`src/rtl/fcs_pkg.sv`:
```
package fcs_pkg;

  typedef enum logic [3:0] {
    C_NONE, C_WORD, C_BUF, C_ERASE, C_EFP, C_LOCKCFG, C_PROT, C_CONFIRM,
    C_SUSPEND, C_RDSTAT, C_RDARR, C_CLRSTAT, C_LOCK, C_LOCKDN, C_CFGSET
  } cmd_t;

  typedef enum logic [2:0] {
    OP_NONE = 3'd0, OP_WORD = 3'd1, OP_BUF = 3'd2, OP_ERASE = 3'd3,
    OP_LOCK = 3'd4, OP_PROT = 3'd5, OP_EFP = 3'd6
  } op_t;

  typedef enum logic [2:0] {
    S_IDLE, S_PEND, S_BUF_CNT, S_BUF_DATA, S_BUF_CONF, S_BUSY, S_SUSP, S_EFP
  } seq_st_t;

  localparam logic RM_ARRAY  = 1'b0;
  localparam logic RM_STATUS = 1'b1;

endpackage

```
`src/rtl/fcs_decode.sv`:
```
module fcs_decode
  import fcs_pkg::*;
(
  input  logic [7:0] code,
  output cmd_t       cmd
);
  always_comb begin
    case (code)
      8'h40, 8'h10: cmd = C_WORD;
      8'hE8:        cmd = C_BUF;
      8'h20:        cmd = C_ERASE;
      8'h80:        cmd = C_EFP;
      8'h60:        cmd = C_LOCKCFG;
      8'hC0:        cmd = C_PROT;
      8'hD0:        cmd = C_CONFIRM;
      8'hB0:        cmd = C_SUSPEND;
      8'h70:        cmd = C_RDSTAT;
      8'hFF:        cmd = C_RDARR;
      8'h50:        cmd = C_CLRSTAT;
      8'h01:        cmd = C_LOCK;
      8'h2F:        cmd = C_LOCKDN;
      8'h03:        cmd = C_CFGSET;
      default:      cmd = C_NONE;
    endcase
  end
endmodule

```
`src/rtl/fcs_regs.sv`:
```
module fcs_regs (
  input  logic        clk,
  input  logic        rst_n,
  input  logic        err_set,
  input  logic        clr_req,
  input  logic        ready,
  input  logic        susp_erase,
  input  logic        susp_prog,
  input  logic        cfg_we,
  input  logic [15:0] cfg_val,
  output logic [7:0]  status,
  output logic [15:0] rcr
);
  logic seq_err_q, cmd_err_q;

  always_ff @(posedge clk) begin
    if (!rst_n) begin
      seq_err_q <= 1'b0;
      cmd_err_q <= 1'b0;
      rcr       <= '0;
    end else begin
      if (clr_req) begin
        seq_err_q <= 1'b0;
        cmd_err_q <= 1'b0;
      end else if (err_set) begin
        seq_err_q <= 1'b1;
        cmd_err_q <= 1'b1;
      end
      if (cfg_we) rcr <= cfg_val;
    end
  end

  assign status = {ready, susp_erase, seq_err_q, cmd_err_q, 1'b0, susp_prog, 1'b0, 1'b0};

  a_r3_err_bits: assert property (@(posedge clk) disable iff (!rst_n)
    err_set |=> (status[5] && status[4]));
  a_r12_clear: assert property (@(posedge clk) disable iff (!rst_n)
    clr_req |=> (status[5:1] == 5'd0));
  a_r9_cfg_load: assert property (@(posedge clk) disable iff (!rst_n)
    cfg_we |=> (rcr == $past(cfg_val)));
endmodule

```
`src/rtl/fcs_seq.sv`:
```
module fcs_seq
  import fcs_pkg::*;
#(
  parameter int AW = 24,
  parameter int DW = 16,
  parameter int BUF_WORDS = 32,
  localparam int IW = $clog2(BUF_WORDS)
) (
  input  logic          clk,
  input  logic          rst_n,
  input  logic          wr_en,
  input  logic [AW-1:0] wr_addr,
  input  logic [DW-1:0] wr_data,
  input  cmd_t          cmd,
  input  logic          wsm_done,
  output logic          start_valid,
  output logic [2:0]    start_op,
  output logic [AW-1:0] op_addr,
  output logic [DW-1:0] op_data,
  output logic          wsm_suspend,
  output logic          wsm_resume,
  output logic          buf_we,
  output logic [IW-1:0] buf_idx,
  output logic [DW-1:0] buf_data,
  output logic          read_mode,
  output logic          err_set,
  output logic          clr_req,
  output logic          cfg_we,
  output logic [15:0]   cfg_val,
  output logic          ready,
  output logic          susp_erase,
  output logic          susp_prog
);
  seq_st_t       st_q;
  op_t           pend_q, run_q, op_q;
  logic [IW-1:0] idx_q, last_q;
  logic          lock_code, confirm, suspendable;

  assign confirm     = (cmd == C_CONFIRM);
  assign lock_code   = (cmd == C_LOCK) || (cmd == C_CONFIRM) || (cmd == C_LOCKDN);
  assign suspendable = (run_q == OP_WORD) || (run_q == OP_BUF) || (run_q == OP_ERASE);

  always_comb begin
    err_set = 1'b0;
    if (wr_en) begin
      if (st_q == S_PEND) begin
        if ((pend_q == OP_ERASE || pend_q == OP_EFP) && !confirm) err_set = 1'b1;
        if (pend_q == OP_LOCK && !lock_code && cmd != C_CFGSET)  err_set = 1'b1;
      end
      if (st_q == S_BUF_CONF && !confirm) err_set = 1'b1;
    end
  end

  assign clr_req = wr_en && (st_q == S_IDLE) && (cmd == C_CLRSTAT);
  assign cfg_we  = wr_en && (st_q == S_PEND) && (pend_q == OP_LOCK) && (cmd == C_CFGSET);
  assign cfg_val = wr_addr[15:0];

  assign ready      = (st_q != S_BUSY) && (st_q != S_EFP);
  assign susp_erase = (st_q == S_SUSP) && (run_q == OP_ERASE);
  assign susp_prog  = (st_q == S_SUSP) && (run_q != OP_ERASE);
  assign start_op   = op_q;

  always_ff @(posedge clk) begin
    if (!rst_n) begin
      st_q        <= S_IDLE;
      pend_q      <= OP_NONE;
      run_q       <= OP_NONE;
      op_q        <= OP_NONE;
      idx_q       <= '0;
      last_q      <= '0;
      start_valid <= 1'b0;
      op_addr     <= '0;
      op_data     <= '0;
      wsm_suspend <= 1'b0;
      wsm_resume  <= 1'b0;
      buf_we      <= 1'b0;
      buf_idx     <= '0;
      buf_data    <= '0;
      read_mode   <= RM_ARRAY;
    end else begin
      start_valid <= 1'b0;
      wsm_suspend <= 1'b0;
      wsm_resume  <= 1'b0;
      buf_we      <= 1'b0;
      if (err_set) begin
        read_mode <= RM_STATUS;
        st_q      <= S_IDLE;
      end else begin
        case (st_q)
          S_IDLE: if (wr_en) begin
            case (cmd)
              C_WORD:    begin pend_q <= OP_WORD;  st_q <= S_PEND; end
              C_ERASE:   begin pend_q <= OP_ERASE; st_q <= S_PEND; end
              C_LOCKCFG: begin pend_q <= OP_LOCK;  st_q <= S_PEND; end
              C_PROT:    begin pend_q <= OP_PROT;  st_q <= S_PEND; end
              C_EFP:     begin pend_q <= OP_EFP;   st_q <= S_PEND; end
              C_BUF:     st_q <= S_BUF_CNT;
              C_RDSTAT:  read_mode <= RM_STATUS;
              C_RDARR:   read_mode <= RM_ARRAY;
              default: ;
            endcase
          end
          S_PEND: if (wr_en) begin
            if (pend_q == OP_LOCK) begin
              if (cmd == C_CFGSET) begin
                read_mode <= RM_ARRAY;
              end else begin
                start_valid <= 1'b1;
                op_q        <= OP_LOCK;
                op_addr     <= wr_addr;
                op_data     <= wr_data;
                read_mode   <= RM_STATUS;
              end
              st_q <= S_IDLE;
            end else begin
              start_valid <= 1'b1;
              op_q        <= pend_q;
              run_q       <= pend_q;
              op_addr     <= wr_addr;
              op_data     <= wr_data;
              read_mode   <= RM_STATUS;
              st_q        <= (pend_q == OP_EFP) ? S_EFP : S_BUSY;
            end
          end
          S_BUF_CNT: if (wr_en) begin
            last_q <= wr_data[IW-1:0];
            idx_q  <= '0;
            st_q   <= S_BUF_DATA;
          end
          S_BUF_DATA: if (wr_en) begin
            buf_we   <= 1'b1;
            buf_idx  <= idx_q;
            buf_data <= wr_data;
            if (idx_q == last_q) st_q <= S_BUF_CONF;
            else idx_q <= idx_q + 1'b1;
          end
          S_BUF_CONF: if (wr_en) begin
            start_valid <= 1'b1;
            op_q        <= OP_BUF;
            run_q       <= OP_BUF;
            op_addr     <= wr_addr;
            op_data     <= {{(DW-IW){1'b0}}, last_q};
            read_mode   <= RM_STATUS;
            st_q        <= S_BUSY;
          end
          S_BUSY: begin
            if (wr_en && cmd == C_RDSTAT) read_mode <= RM_STATUS;
            if (wsm_done) st_q <= S_IDLE;
            else if (wr_en && cmd == C_SUSPEND && suspendable) begin
              wsm_suspend <= 1'b1;
              st_q        <= S_SUSP;
            end
          end
          S_SUSP: if (wr_en) begin
            case (cmd)
              C_CONFIRM: begin wsm_resume <= 1'b1; st_q <= S_BUSY; end
              C_RDSTAT:  read_mode <= RM_STATUS;
              C_RDARR:   read_mode <= RM_ARRAY;
              default: ;
            endcase
          end
          S_EFP: if (wsm_done) st_q <= S_IDLE;
          default: st_q <= S_IDLE;
        endcase
      end
    end
  end

  a_r4_busy_no_start: assert property (@(posedge clk) disable iff (!rst_n)
    (st_q == S_BUSY) |=> !start_valid);
  a_r5_suspend_takes: assert property (@(posedge clk) disable iff (!rst_n)
    (st_q == S_BUSY && wr_en && cmd == C_SUSPEND && suspendable && !wsm_done)
      |=> (wsm_suspend && st_q == S_SUSP));
  a_r6_suspend_holds: assert property (@(posedge clk) disable iff (!rst_n)
    (st_q == S_SUSP && !(wr_en && cmd == C_CONFIRM)) |=> (st_q == S_SUSP));
  a_r8_efp_quiet: assert property (@(posedge clk) disable iff (!rst_n)
    (st_q == S_EFP) |=> (!start_valid && !wsm_suspend && !buf_we));
endmodule

```
`src/rtl/flash_cmd_seq.sv`:
```
module flash_cmd_seq
  import fcs_pkg::*;
#(
  parameter int AW = 24,
  parameter int DW = 16,
  parameter int BUF_WORDS = 32,
  localparam int IW = $clog2(BUF_WORDS)
) (
  input  logic          clk,
  input  logic          rst_n,
  input  logic          wr_en,
  input  logic [AW-1:0] wr_addr,
  input  logic [DW-1:0] wr_data,
  input  logic          wsm_done,
  output logic          start_valid,
  output logic [2:0]    start_op,
  output logic [AW-1:0] op_addr,
  output logic [DW-1:0] op_data,
  output logic          wsm_suspend,
  output logic          wsm_resume,
  output logic          buf_we,
  output logic [IW-1:0] buf_idx,
  output logic [DW-1:0] buf_data,
  output logic          read_mode,
  output logic [7:0]    status,
  output logic [15:0]   rd_cfg
);
  cmd_t        cmd;
  logic        err_set, clr_req, cfg_we, ready, susp_erase, susp_prog;
  logic [15:0] cfg_val;

  fcs_decode u_dec (.code(wr_data[7:0]), .cmd(cmd));

  fcs_seq #(.AW(AW), .DW(DW), .BUF_WORDS(BUF_WORDS)) u_seq (
    .clk, .rst_n, .wr_en, .wr_addr, .wr_data, .cmd, .wsm_done,
    .start_valid, .start_op, .op_addr, .op_data, .wsm_suspend, .wsm_resume,
    .buf_we, .buf_idx, .buf_data, .read_mode, .err_set, .clr_req, .cfg_we,
    .cfg_val, .ready, .susp_erase, .susp_prog
  );

  fcs_regs u_regs (
    .clk, .rst_n, .err_set, .clr_req, .ready, .susp_erase, .susp_prog,
    .cfg_we, .cfg_val, .status, .rcr(rd_cfg)
  );
endmodule

```
`config.mk`:
```
export PLATFORM = sky130hd
export DESIGN_NAME = flash_cmd_seq
export DESIGN_NICKNAME = d
export VERILOG_FILES = /design/src/rtl/fcs_pkg.sv /design/src/rtl/fcs_decode.sv /design/src/rtl/fcs_regs.sv /design/src/rtl/fcs_seq.sv /design/src/rtl/flash_cmd_seq.sv
export SDC_FILE = /design/constraint.sdc
export NUM_CORES = 1
export LEC_CHECK = 0
export BUFFER_PORTS_ARGS = -buffer_cell sky130_fd_sc_hd__buf_2
export CORE_UTILIZATION = 40
export DETAILED_ROUTE_END_ITERATION = 7
export GPL_ROUTABILITY_DRIVEN = 0
export HOLD_SLACK_MARGIN = 0.1
export SLEW_MARGIN = 20
export SYNTH_ARGS = -nofsm -noshare
export SYNTH_HDL_FRONTEND = slang
export SYNTH_SLANG_ARGS = --single-unit
```
`constraint.sdc`:
```
create_clock -name clk -period 3.1 [get_ports clk]
set_clock_uncertainty 0.05 [all_clocks]
set_input_delay 0.465 -clock clk [delete_from_list [all_inputs] [get_ports clk]]
set_output_delay 0.465 -clock clk [all_outputs]
set_load 0.005 [all_outputs]
```
==> Yosys cells after proc, flatten, opt, wreduce, memory -nomap -nowiden <==
Index checks and enable logic that the tools add are counted.
{ "totals": {"register_bits": 105, "latch_bits": 0, "ram_bits": 0, "mem_bits_ro": 0, "input_bits": 44, "word_cells": 191, "mem_count": 0} }
{ "classes": {"add_sub_neg": 1, "n_mul": 0, "n_div": 0, "n_lt_le_gt_ge": 0, "n_eq_ne": 66, "shift": 0, "n_mux": 58, "bitwise": 6, "reduce_logical": 43} }
{ "op_table": {"columns": ["cell", "count"], "rows": [
  ["2-to-1 mux 24 bit", 4],
  ["2-to-1 mux 16 bit", 4],
  ["case mux 4 bit (14 select lines)", 1],
  ["2-to-1 mux 3 bit", 18],
  ["== test 8 bit (second input constant)", 6],
  ["case mux 24 bit (2 select lines)", 1],
  ["== test 8 x 7 -> 1 bit (second input constant)", 4],
  ["case mux 16 bit (2 select lines)", 1],
  ["== test 4 bit (second input constant)", 7],
  ["case mux 3 bit (8 select lines)", 1],
  ["== test 3 bit (second input constant)", 6],
  ["inequality test 2 bit (second input constant)", 9],
  ["inequality test 3 bit (second input constant)", 6],
  ["case mux 3 bit (2 select lines)", 3],
  ["== test 4 x 3 -> 1 bit (second input constant)", 4],
  ["== test 8 x 6 -> 1 bit (second input constant)", 2],
  ["2-to-1 mux 1 bit", 16],
  ["== test 3 x 2 -> 1 bit (second input constant)", 5],
  ["logical AND 1 bit", 15],
  ["2-to-1 mux 5 bit", 3],
  ["case mux 3 bit (5 select lines)", 1],
  ["AND reduction 5 bit", 3],
  ["AND reduction 11 bit", 1],
  ["case mux 5 bit (2 select lines)", 1],
  ["29 further kinds", 52]
]} }

==> Longest topological paths before layout <==
Gate-level depths: netlist (run 1).
{ "depth": {"ltp_word": 15, "depth_mapped": 10, "ltp_nobuf": 6} }

==> Modules after synthesis <==
From an unflattened synthesis (run 1), not the netlist that was laid out.
{ "unflattened": {"hier_cells": 603, "hier_area_um2": 5087.4} }
{ "by_module_without_submodules": {"columns": ["mod", "n_inst", "cells_each", "area_per_inst_um2", "seq_area_each_um2"], "rows": [
  ["fcs_seq", 1, 503, 4117.7, 1761.7],
  ["fcs_regs", 1, 63, 710.7, 340.3],
  ["fcs_decode", 1, 37, 259.0, 0.0]
]} }

==> Least setup slack after synthesis (run 1) <==
Ideal clock, no wire load.
{ "synth_path": {"path_kind": "input -> register", "from": "input port wr_data[2]", "to": "register u_seq.op_addr[14]", "setup_ns": 0.132, "arrival_time_ns": 2.322, "setup_slack_ns": 0.595, "cell_stages": 10, "n_path_buf": 5, "cell_sequence": "buf_2 -> or4_4 -> buf_6 -> or3_1 -> buf_2 -> a21o_1 -> buf_2 -> buf_4 -> nand2_1 -> a21oi_1"} }
{ "synth_between": {"elab_chain_len": 15} }
{ "synth_lines": {"columns": ["item", "line", "rtl"], "rows": [
  ["from (decl)", "flash_cmd_seq.sv:13", "input logic [DW-1:0] wr_data,"],
  ["== test 8 x 7 -> 1 bit / == test 8 x 5 -> 1 bit (equally long branches)", "fcs_decode.sv:8", "case (code)"],
  ["OR reduction 2 bit", "fcs_decode.sv:8", null],
  ["case mux 4 bit (14 select lines) (*)", "fcs_decode.sv:8", null],
  ["== test 4 bit / == test 4 x 3 -> 1 bit (equally long branches)", "fcs_seq.sv:40, fcs_seq.sv:39", null],
  ["logical OR 1 bit (2 in a row)", "fcs_seq.sv:40", "assign lock_code = (cmd == C_LOCK) || (cmd == C_CONFIRM) || (cmd == C_LOCKDN);"],
  ["zero test 1 bit", "fcs_seq.sv:48", "if (pend_q == OP_LOCK && !lock_code && cmd != C_CFGSET) err_set = 1'b1;"],
  ["logical AND 1 bit (2 in a row)", "fcs_seq.sv:48", null],
  ["2-to-1 mux 1 bit", "fcs_seq.sv:48", null],
  ["2-to-1 mux 1 bit", "fcs_seq.sv:46", "if (st_q == S_PEND) begin"],
  ["2-to-1 mux 1 bit", "fcs_seq.sv:50", "if (st_q == S_BUF_CONF && !confirm) err_set = 1'b1;"],
  ["2-to-1 mux 1 bit", "fcs_seq.sv:45", "if (wr_en) begin"],
  ["NOT 1 bit (no source line)", null, null],
  ["AND reduction 5 bit (no source line) (*)", null, null],
  ["to (signal assigned)", "fcs_seq.sv:110", "op_addr <= wr_addr;"],
  ["to (signal assigned)", "fcs_seq.sv:119", "op_addr <= wr_addr;"],
  ["to (signal assigned)", "fcs_seq.sv:141", "op_addr <= wr_addr;"],
  ["to (decl)", "fcs_seq.sv:18", "output logic [AW-1:0] op_addr,"]
]} }
Every way passes the cells marked *; elsewhere a longest branch is shown, timed or not.
A chain may end at the register's enable or synchronous reset.

==> Final worst setup path (run 1) <==
{ "layout_path": {"from": "register u_seq.st_q[2]", "to": "output port status[6]"} }
{ "layout_between": {"elab_chain_len": 2} }
{ "layout_lines": {"columns": ["item", "line", "rtl"], "rows": [
  ["from (decl)", "fcs_seq.sv:34", "seq_st_t st_q;"],
  ["from (signal assigned)", "fcs_seq.sv:122", "st_q <= (pend_q == OP_EFP) ? S_EFP : S_BUSY;"],
  ["== test 3 bit", "fcs_seq.sv:59", "assign susp_erase = (st_q == S_SUSP) && (run_q == OP_ERASE);"],
  ["logical AND 1 bit", "fcs_seq.sv:59", null],
  ["to (decl)", "flash_cmd_seq.sv:25", "output logic [7:0] status,"]
]} }
Every way passes these cells.

==> flow_summary.ini, run 1 <==
[routing]
viasPerCell = 5.189
wl_mm = 11.72
wl_per_cell_um = 14.38
drt_pre_antenna_iters = 5
routed-wl-met2_mm = 5.406
routed.top_layer = met4
vias = 4229
antenna_left = 0
met1Wirelength_mm = 5.299
wl_met3_um = 787
route.detailed.drc = 0
drt-initial-drc-count = 296

[run]
max_cap_violations = 0

[run_status]
outcome = finished, final reports clean

[worst_hold_path]
hold_class = in2reg

[clock_tree]
htree_levels = 3
cts_buffers = 9
cts_tree = yes
cts_resized = 0
cts_sinks = 105
clk_pin_slew_ns = 0.07
cts_setup_buffers = 0
cts_hold_buf = 0
cts_root_buffer = clkbuf_16
clk_latency_ns = 0.35
cts_buffer_depth = 2

[final_layout]
fill_cells = 1074
final_util_pct = 50.65
mostFrequentLayoutCell = nand2_1
n_antenna_cell = 0
final_cell_mix = nand2_1 (134), buf_2 (133), dfxtp_1 (105)
nNetsFinal = 715
layout-drive-gt1-share_pct = 24.74
design_area_um2 = 5563
area_growth_pct = 22.28

[yosys]
avgSynthCellArea_um2 = 8.081
synth_area_leaders = dfxtp_1 (46%), nand2_1 (11%), a21oi_1 (7.9%)
synth_seq_cells = 105
syn_inst = 563
syn_area_um2 = 4549
yosys.area.top_type_share_pct = 46.20
synth_cell_types = 50
ys_seq_area_share_pct = 46.20
synth_edf_count = 0
synth_top_area_cell = dfxtp_1
ys.flop_type = dfxtp_1
synthArstFlopShare_pct = 0
ys.warnings.count = 0

[power]
p_leak_nw = 2.466
pwr_density_cell_nw_per_um2 = 510.3
peakVddDrop_mv = 0.4347
power_w = 0.002839

[worst_setup_path]
cp-start-kind = flip-flop
cp.required_ns = 2.58
cp_max_fo = 12
arrival_ns = 2.01
cp-end-kind = output pin
worstSetupPathType = reg2out

[placed_design]
dp_hpwl_mm = 8.237
io_buffers = 133
post_dp_cell_area_um2 = 5235

[timing]
slew_violations = 0
tightest_slew_ns = 0.6092
finalSetupTns_ns = 0
min_period_ns = 2.527
period_share_pct = 81.52
rsz0062_at_grt = no
hold_viol_final = 0
final-setup-viol-count = 0
slew_headroom_pct = 58.96
holdWs_ns = 0.2803
max_freq_mhz = 395.7

[global_route]
grt_overflow = 0
grt_pass1_vias = 3983
antenna_found_initial = 0
grt_use_total_pct = 20.98
grt_pass1_wl_mm = 19.11
grt_max_degree = 50

[floorplanning]
die_y_um = 108.6
fp-row-count = 38
dieArea_um2 = 11800
coreArea_um2 = 10980
start_util_pct = 41.42
die_x_um = 108.6
num_io_pins = 137
==> layer usage <==
metal | vias up | track usage, %
met5 | - | 0
met4 | 0 | 9.363
met3 | 17 | 6.635
met2 | 137 | 34.09
met1 | 1945 | 25.34
li1 | 2130 | -
==> layout make-up <==
cell class	instances	area [um^2]	share of cell area, %
clock buffers	9	225.2	4.049
clock inverters	7	102.6	1.844
inverters	6	22.52	0.4049
multi-input cells	405	2170	39.00
flip-flops and latches	105	2102	37.79
well taps	140	175.2	3.149
repair buffers	143	765.7	13.77
==> registers in the layout (all words and copies together), names as in the netlist <==
signal             count
u_seq.op_addr         24
u_regs.rcr            16
u_seq.buf_data        16
u_seq.op_data         16
u_seq.buf_idx          5
u_seq.idx_q            5
u_seq.last_q           5
u_seq.pend_q           3
u_seq.run_q            3
u_seq.st_q             3
u_seq.start_op         3
u_regs.cmd_err_q       1
u_seq.buf_we           1
u_seq.read_mode        1
u_seq.start_valid      1
u_seq.wsm_resume       1
u_seq.wsm_suspend      1
==> report_power, final <==
| part | leakage, nW | switching [W] | total [W] | internal [W] |
|---|---|---|---|---|
| Sequential | 0.846 | 0.0000146 | 0.00139 | 0.00137 |
| Combinational | 1.46 | 0.000137 | 0.000221 | 0.0000836 |
| Clock | 0.156 | 0.000518 | 0.00123 | 0.000714 |
==> Yosys cell counts (all sizes together), types with 3 or more instances <==
cell    instances
a211oi          8
a21o            3
a21oi          73
a31oi           4
and4            3
buf            22
clkbuf         27
dfxtp         105
inv             6
mux2i          26
nand2         134
nand2b          9
nand3          18
nand4           5
nor2           45
nor2b           3
nor3           11
nor4            5
o21ai          10
o221ai          3
or3             3
xor2            8
==> worst max-delay path, cell delays in order (launching register included) <==
cell and delay (ns):
dfxtp_1 0.55, inv_1 0.24, nor2_1 0.28, nand2_1 0.15, nor3_1 0.27, buf_2 0.16
==> through the flow <==
stage / setup WS, ns / instances
5_1_grt: 0.3567 / 815
2_1_floorplan: 0.5954 / 565
6_report: 0.5730 / 815
4_1_cts: 0.5662 / 815
3_3_place_gp: 0.4536 / 799
3_5_place_dp: 0.4348 / 799
==> final timing paths <==
check / from / to / slack, ns / depth (start not counted)
worst max-delay path: u_seq.st_q[2]$_SDFFE_PP0P_ / status[6] / 0.57 / 5
worst min-delay path: wsm_done / u_seq.wsm_suspend$_SDFF_PP0_ / 0.28 / 2
worst max register to register: u_seq.st_q[1]$_SDFFE_PP0P_ / u_seq.st_q[1]$_SDFFE_PP0P_ / 0.72 / 6
worst min register to register: u_seq.op_data[5]$_SDFFE_PN0P_ / u_seq.op_data[5]$_SDFFE_PN0P_ / 0.40 / 2
==> kinds of logic after synthesis <==
logic type,count (synthesis),synth area share [%]
fa+ha+maj,1,0.2750
flops,105,46.20
mux,27,5.968
buf+inv,55,6.271
xor+xnor,10,1.925
compound gates,117,15.37
simple gates,247,23.90
other cells,1,0.08243
Note: power is estimated with default switching activity, not from simulation.
==> inputs of run 2 (changes only) <==
clock period = 2.56 ns   (was 3.1 ns; I/O delays follow)
==> run 2 against run 1 <==
Routed wire length rose by 0.35%. Clock power rose by 14%. Utilization rose by 0.74 points. Hold slack got worse by 0.077 ns. Total power rose by 18%. Non-clock buffer count rose by 16. Combinational power rose by 26%. Worst setup slack got worse by 0.37 ns. Sequential share of layout area fell by 0.54 points. Count of clock-buffer cells in the layout rose by 1. Cell area rose by 1.5%. Largest cell class unchanged. Largest power group unchanged.
==> flow_summary.ini, run 2 (synthesized netlist as in run 1, its figures left out) <==
[run_status]
outcome = finished, final reports clean

[clock_tree]
cts_hold_buf = 0
cts_root_buffer = clkbuf_16
cts_tree = yes
cts_setup_buffers = 0
clk_pin_slew_ns = 0.07
cts_buffers = 9
htree_levels = 3
cts_buffer_depth = 2
cts_resized = 0
cts_sinks = 105
clk_latency_ns = 0.35

[routing]
route.detailed.drc = 0
viasPerCell = 5.157
wl_per_cell_um = 14.17
antenna_left = 0
wl_mm = 11.76
drt-initial-drc-count = 255
drt_pre_antenna_iters = 4
vias = 4280

[power]
pwr_density_cell_nw_per_um2 = 595.5
power.share.sequential_pct = 50.0
combPwrFrac_pct = 8.3
peakVddDrop_mv = 0.4089
p_int_w = 0.002560
power_w = 0.003361
p_leak_nw = 2.534
p_clk_share_pct = 41.7
sw_frac_of_total_pct = 23.84
p_sw_w = 0.0008015

[timing]
hold_viol_final = 0
period_share_pct = 91.94
tightest_slew_ns = 0.6047
rsz0062_at_grt = no
slew_violations = 0
max_freq_mhz = 424.9
slew_headroom_pct = 59.12
min_period_ns = 2.354
final-setup-viol-count = 0
finalSetupTns_ns = 0

[floorplanning]
dieArea_um2 = 11800
start_util_pct = 41.42
num_io_pins = 137
fp-row-count = 38
coreArea_um2 = 10980
die_x_um = 108.6
die_y_um = 108.6

[worst_hold_path]
hold_class = in2reg
hp-start = wsm_done
min_path_cells = 2
whs_endpoint = u_seq.wsm_suspend$_SDFF_PP0_

[final_layout]
mostFrequentLayoutCell = nand2_1
nNetsFinal = 731
layout-drive-gt1-share_pct = 26.38
fill_cells = 1062
final_cell_mix = nand2_1 (134), buf_2 (133), dfxtp_1 (105)
n_antenna_cell = 0
largest_register = u_seq.op_addr
area_growth_pct = 24.06
design_area_um2 = 5644
largest_reg_flops = 24

[global_route]
grt_max_degree = 63
grt_pass1_wl_mm = 19.39
grt_pass1_vias = 4050
grt_overflow = 0
antenna_found_initial = 0
grt_use_total_pct = 21.07

[placed_design]
io_buffers = 133
dp_hpwl_mm = 8.395
post_dp_cell_area_um2 = 5343

[worst_setup_path]
cp.required_ns = 2.13
r2r_cells = 8
worstSetupPathType = reg2out
r2r_setup_slack_ns = 0.42
crit_path_start = u_seq.st_q[2]$_SDFFE_PP0P_
r2r-end = u_seq.op_data[3]$_SDFFE_PN0P_
r2r_start = u_seq.st_q[2]$_SDFFE_PP0P_
arrival_ns = 1.92
cp-end-kind = output pin
cp_max_fo = 12
cp-start-kind = flip-flop

[run]
max_cap_violations = 0
run 2: cell count changes in the layout (fill, tap and decap cells not counted):
cell       delta
buf_4        +17
clkinv_4      -3
buf_12        -1
bufinv_16     -1
clkbuf_8      +1
clkinv_2      +1
inv_8         +1
run 2: per-layer routing:
metal / track usage, % / vias up / wire length, um / share of wire, %
met5: 0 / - / 0 / 0
met4: 8.687 / 0 / 234 / 2.0
met3: 6.037 / 22 / 803 / 6.8
met2: 33.05 / 135 / 5254 / 45
met1: 27.08 / 1961 / 5468 / 46
li1: - / 2162 / - / -
run 2: critical path, cell delays in order, from the launching register on:
cell	delay (ns)
dfxtp_1	0.56
inv_1	0.24
nor2_1	0.17
buf_4	0.14
nand2_1	0.08
nor3_1	0.22
buf_2	0.15
run 2: through the flow:
| step | hold slack [ns] | std cells | util [%] | worst slack [ns] |
|---|---|---|---|---|
| after floorplan | 0.3983 | 565 | - | 0.1364 |
| after global placement | 0.3875 | 815 | 48.64 | 0.09408 |
| after detailed placement | 0.3945 | 815 | 48.64 | 0.05126 |
| after CTS | 0.1890 | 830 | 51.39 | 0.2104 |
| after global routing | 0.2047 | 830 | 51.39 | 0.03087 |
| final | 0.2034 | 830 | 51.39 | 0.2062 |
run 2: power groups by stage:
| stage | clock (W) | combinational (W) | sequential, W |
|---|---|---|---|
| 2_1_floorplan | 0 | 0.000166 | 0.00171 |
| 3_3_place_gp | 0 | 0.000276 | 0.00172 |
| 3_5_place_dp | 0 | 0.000278 | 0.00172 |
| 4_1_cts | 0.00144 | 0.000280 | 0.00168 |
| 5_1_grt | 0.00151 | 0.000311 | 0.00168 |
| 6_report | 0.00140 | 0.000279 | 0.00168 |
run 2: how the worst max path moves through the flow:
stage                                     endpoint  slack, ns  cells after the start
CTS                                      status[6]       0.21                      6
global placement        u_seq.st_q[1]$_SDFFE_PP0P_       0.09                      7
floorplan           u_seq.op_addr[14]$_SDFFE_PN0P_       0.14                     10
global route                             status[6]       0.03                      6
detailed placement  u_seq.op_data[12]$_SDFFE_PN0P_       0.05                      8
finish                                   status[6]       0.21                      6
run 2: layout make-up:
| cell class | instances | area [um^2] | area share (%) |
|---|---|---|---|
| clock buffers | 10 | 239.0 | 4.234 |
| clock inverters | 5 | 62.56 | 1.108 |
| inverters | 6 | 22.52 | 0.3990 |
| multi-input cells | 405 | 2170 | 38.44 |
| flip-flops and latches | 105 | 2102 | 37.24 |
| well taps | 140 | 175.2 | 3.104 |
| repair buffers | 159 | 873.3 | 15.47 |
==> inputs of run 3 (changes only) <==
CORE_UTILIZATION = 51   (was 40)
CTS_BUF_LIST = sky130_fd_sc_hd__clkbuf_8 sky130_fd_sc_hd__clkbuf_16   (was unset)
PLACE_DENSITY = 0.79   (was unset)
==> run 3 against run 2 <==
Routed wire length down 6.0%. Worst setup slack better by 0.26 ns. Register-to-register slack better by 0.05 ns. Critical path depth up 2. Critical endpoint is now u_seq.op_addr[22]$_SDFFE_PN0P_. Via count up 1.8%. Cell area down 3.0%. Sequential cell count unchanged. Hold slack worse by 0.028 ns. Die area down 21%. Final cell count down 4.1%. Combinational power about the same.
==> flow_summary.ini, run 3 (synthesized netlist as in run 1, its figures left out) <==
[run_status]
outcome = finished, final reports clean

[floorplanning]
fp-row-count = 34
num_io_pins = 137
start_util_pct = 52.42
coreArea_um2 = 8678
die_x_um = 96.45
die_y_um = 96.45
dieArea_um2 = 9302

[timing]
max_freq_mhz = 477.9
layout_setup_ws_ns = 0.4676
finalSetupTns_ns = 0
slew_headroom_pct = 64.64
min_period_ns = 2.092
hold_viol_final = 0
slew_violations = 0
rsz0062_at_grt = no
final-setup-viol-count = 0
period_share_pct = 81.74
tightest_slew_ns = 0.5171

[worst_setup_path]
arrival_ns = 2.34
crit_chain = nor3b_1 > a41oi_1 > o21ai_0 > buf_4 > a21o_1 > buf_12 > nand2_1 > a21oi_1
cp_max_fo = 38
critPathMaxStageDelay_ns = 0.44
cp-start-kind = flip-flop
worstSetupPathType = reg2reg
cp.required_ns = 2.81
cp-end-kind = flip-flop
critPathSlowestCell = dfxtp_1
r2r_cells = 8

[routing]
wl_mm = 11.06
antenna_left = 0
vias = 4359
wl_per_cell_um = 13.89
drt-initial-drc-count = 341
drt_pre_antenna_iters = 6
route.detailed.drc = 0
viasPerCell = 5.476

[clock_tree]
htree_levels = 3
cts_resized = 0
cts_tree = yes
cts_buffer_depth = 2
cts_hold_buf = 0
cts_root_buffer = clkbuf_8
clk_pin_slew_ns = 0.11
cts_sinks = 105
clk_latency_ns = 0.36
cts_buffers = 9
cts_setup_buffers = 0

[global_route]
grt_max_degree = 53
grt_pass1_wl_mm = 16.79
grt_use_total_pct = 23.01
antenna_found_initial = 0
grt_overflow = 0
grt_pass1_vias = 3703

[worst_hold_path]
min_path_cells = 2
hold_class = in2reg

[final_layout]
mostFrequentLayoutCell = nand2_1
nNetsFinal = 728
largest_register = u_seq.op_addr
n_antenna_cell = 0
register_area_um2 = 2102
largest_reg_flops = 24
layout-drive-gt1-share_pct = 26.02
final_cell_mix = nand2_1 (134), buf_2 (133), dfxtp_1 (105)
final_util_pct = 63.06
fin_cells = 796
area_growth_pct = 20.30
multi_input_area_um2 = 2170
fill_cells = 784

[power]
pwr_density_cell_nw_per_um2 = 530.4
power_w = 0.002903
p_leak_nw = 2.463
peakVddDrop_mv = 0.3371

[placed_design]
post-place-ws_ns = 0.1241
dp.cells = 780
dp_hpwl_mm = 7.890
io_buffers = 133

[run]
max_cap_violations = 0
-- run 3: path summary, 6_finish.rpt --
path	start	endpoint	slack [ns]
setup / recovery	u_seq.pend_q[2]$_SDFFE_PN0P_	u_seq.op_addr[22]$_SDFFE_PN0P_	0.47
setup reg to reg	u_seq.pend_q[2]$_SDFFE_PN0P_	u_seq.op_addr[22]$_SDFFE_PN0P_	0.47
hold / removal	wsm_done	u_seq.wsm_suspend$_SDFF_PP0_	0.18
hold reg to reg	u_seq.op_addr[23]$_SDFFE_PN0P_	u_seq.op_addr[23]$_SDFFE_PN0P_	0.40
-- run 3: layout make-up --
class / count / area share, %
multi-input combinational: 405 / 39.64
sequential: 105 / 38.41
timing repair buffer: 156 / 15.78
tap: 108 / 2.469
clock buffer: 9 / 2.263
clock inverter: 7 / 1.029
inverter: 6 / 0.4115
-- run 3: metrics by stage --
| step | hold WS (ns) | instance area [um^2] |
|---|---|---|
| floorplan | 0.3983 | 4557 |
| global route | 0.1612 | 5473 |
| detailed placement | 0.3943 | 5293 |
| CTS | 0.1720 | 5473 |
| global placement | 0.3868 | 5293 |
| finish | 0.1757 | 5473 |
-- run 3: worst max-delay path, delay by kind of cell (launching register included) --
family	cells	cell delay [ns]
AO/OA/AOI/OAI	4	0.65
AND/OR/NAND/NOR	2	0.52
flip-flops	1	0.44
buffers and inverters	2	0.36
-- run 3: metal layers --
layer  GRT usage, %  vias to the layer above  wire, um
met1          29.79                     1992      4906
met3          6.495                       25       884
met5              0                        -         0
li1               -                     2152         -
met2          37.21                      190      5084
met4          6.863                        0       182
-- run 3: report_power, final --
| group | leakage (nW) | switching [W] | internal, W | total, W |
|---|---|---|---|---|
| combinational | 1.53 | 0.000169 | 0.000111 | 0.000280 |
| clock | 0.0891 | 0.000581 | 0.000364 | 0.000946 |
| sequential | 0.846 | 0.0000162 | 0.00166 | 0.00168 |
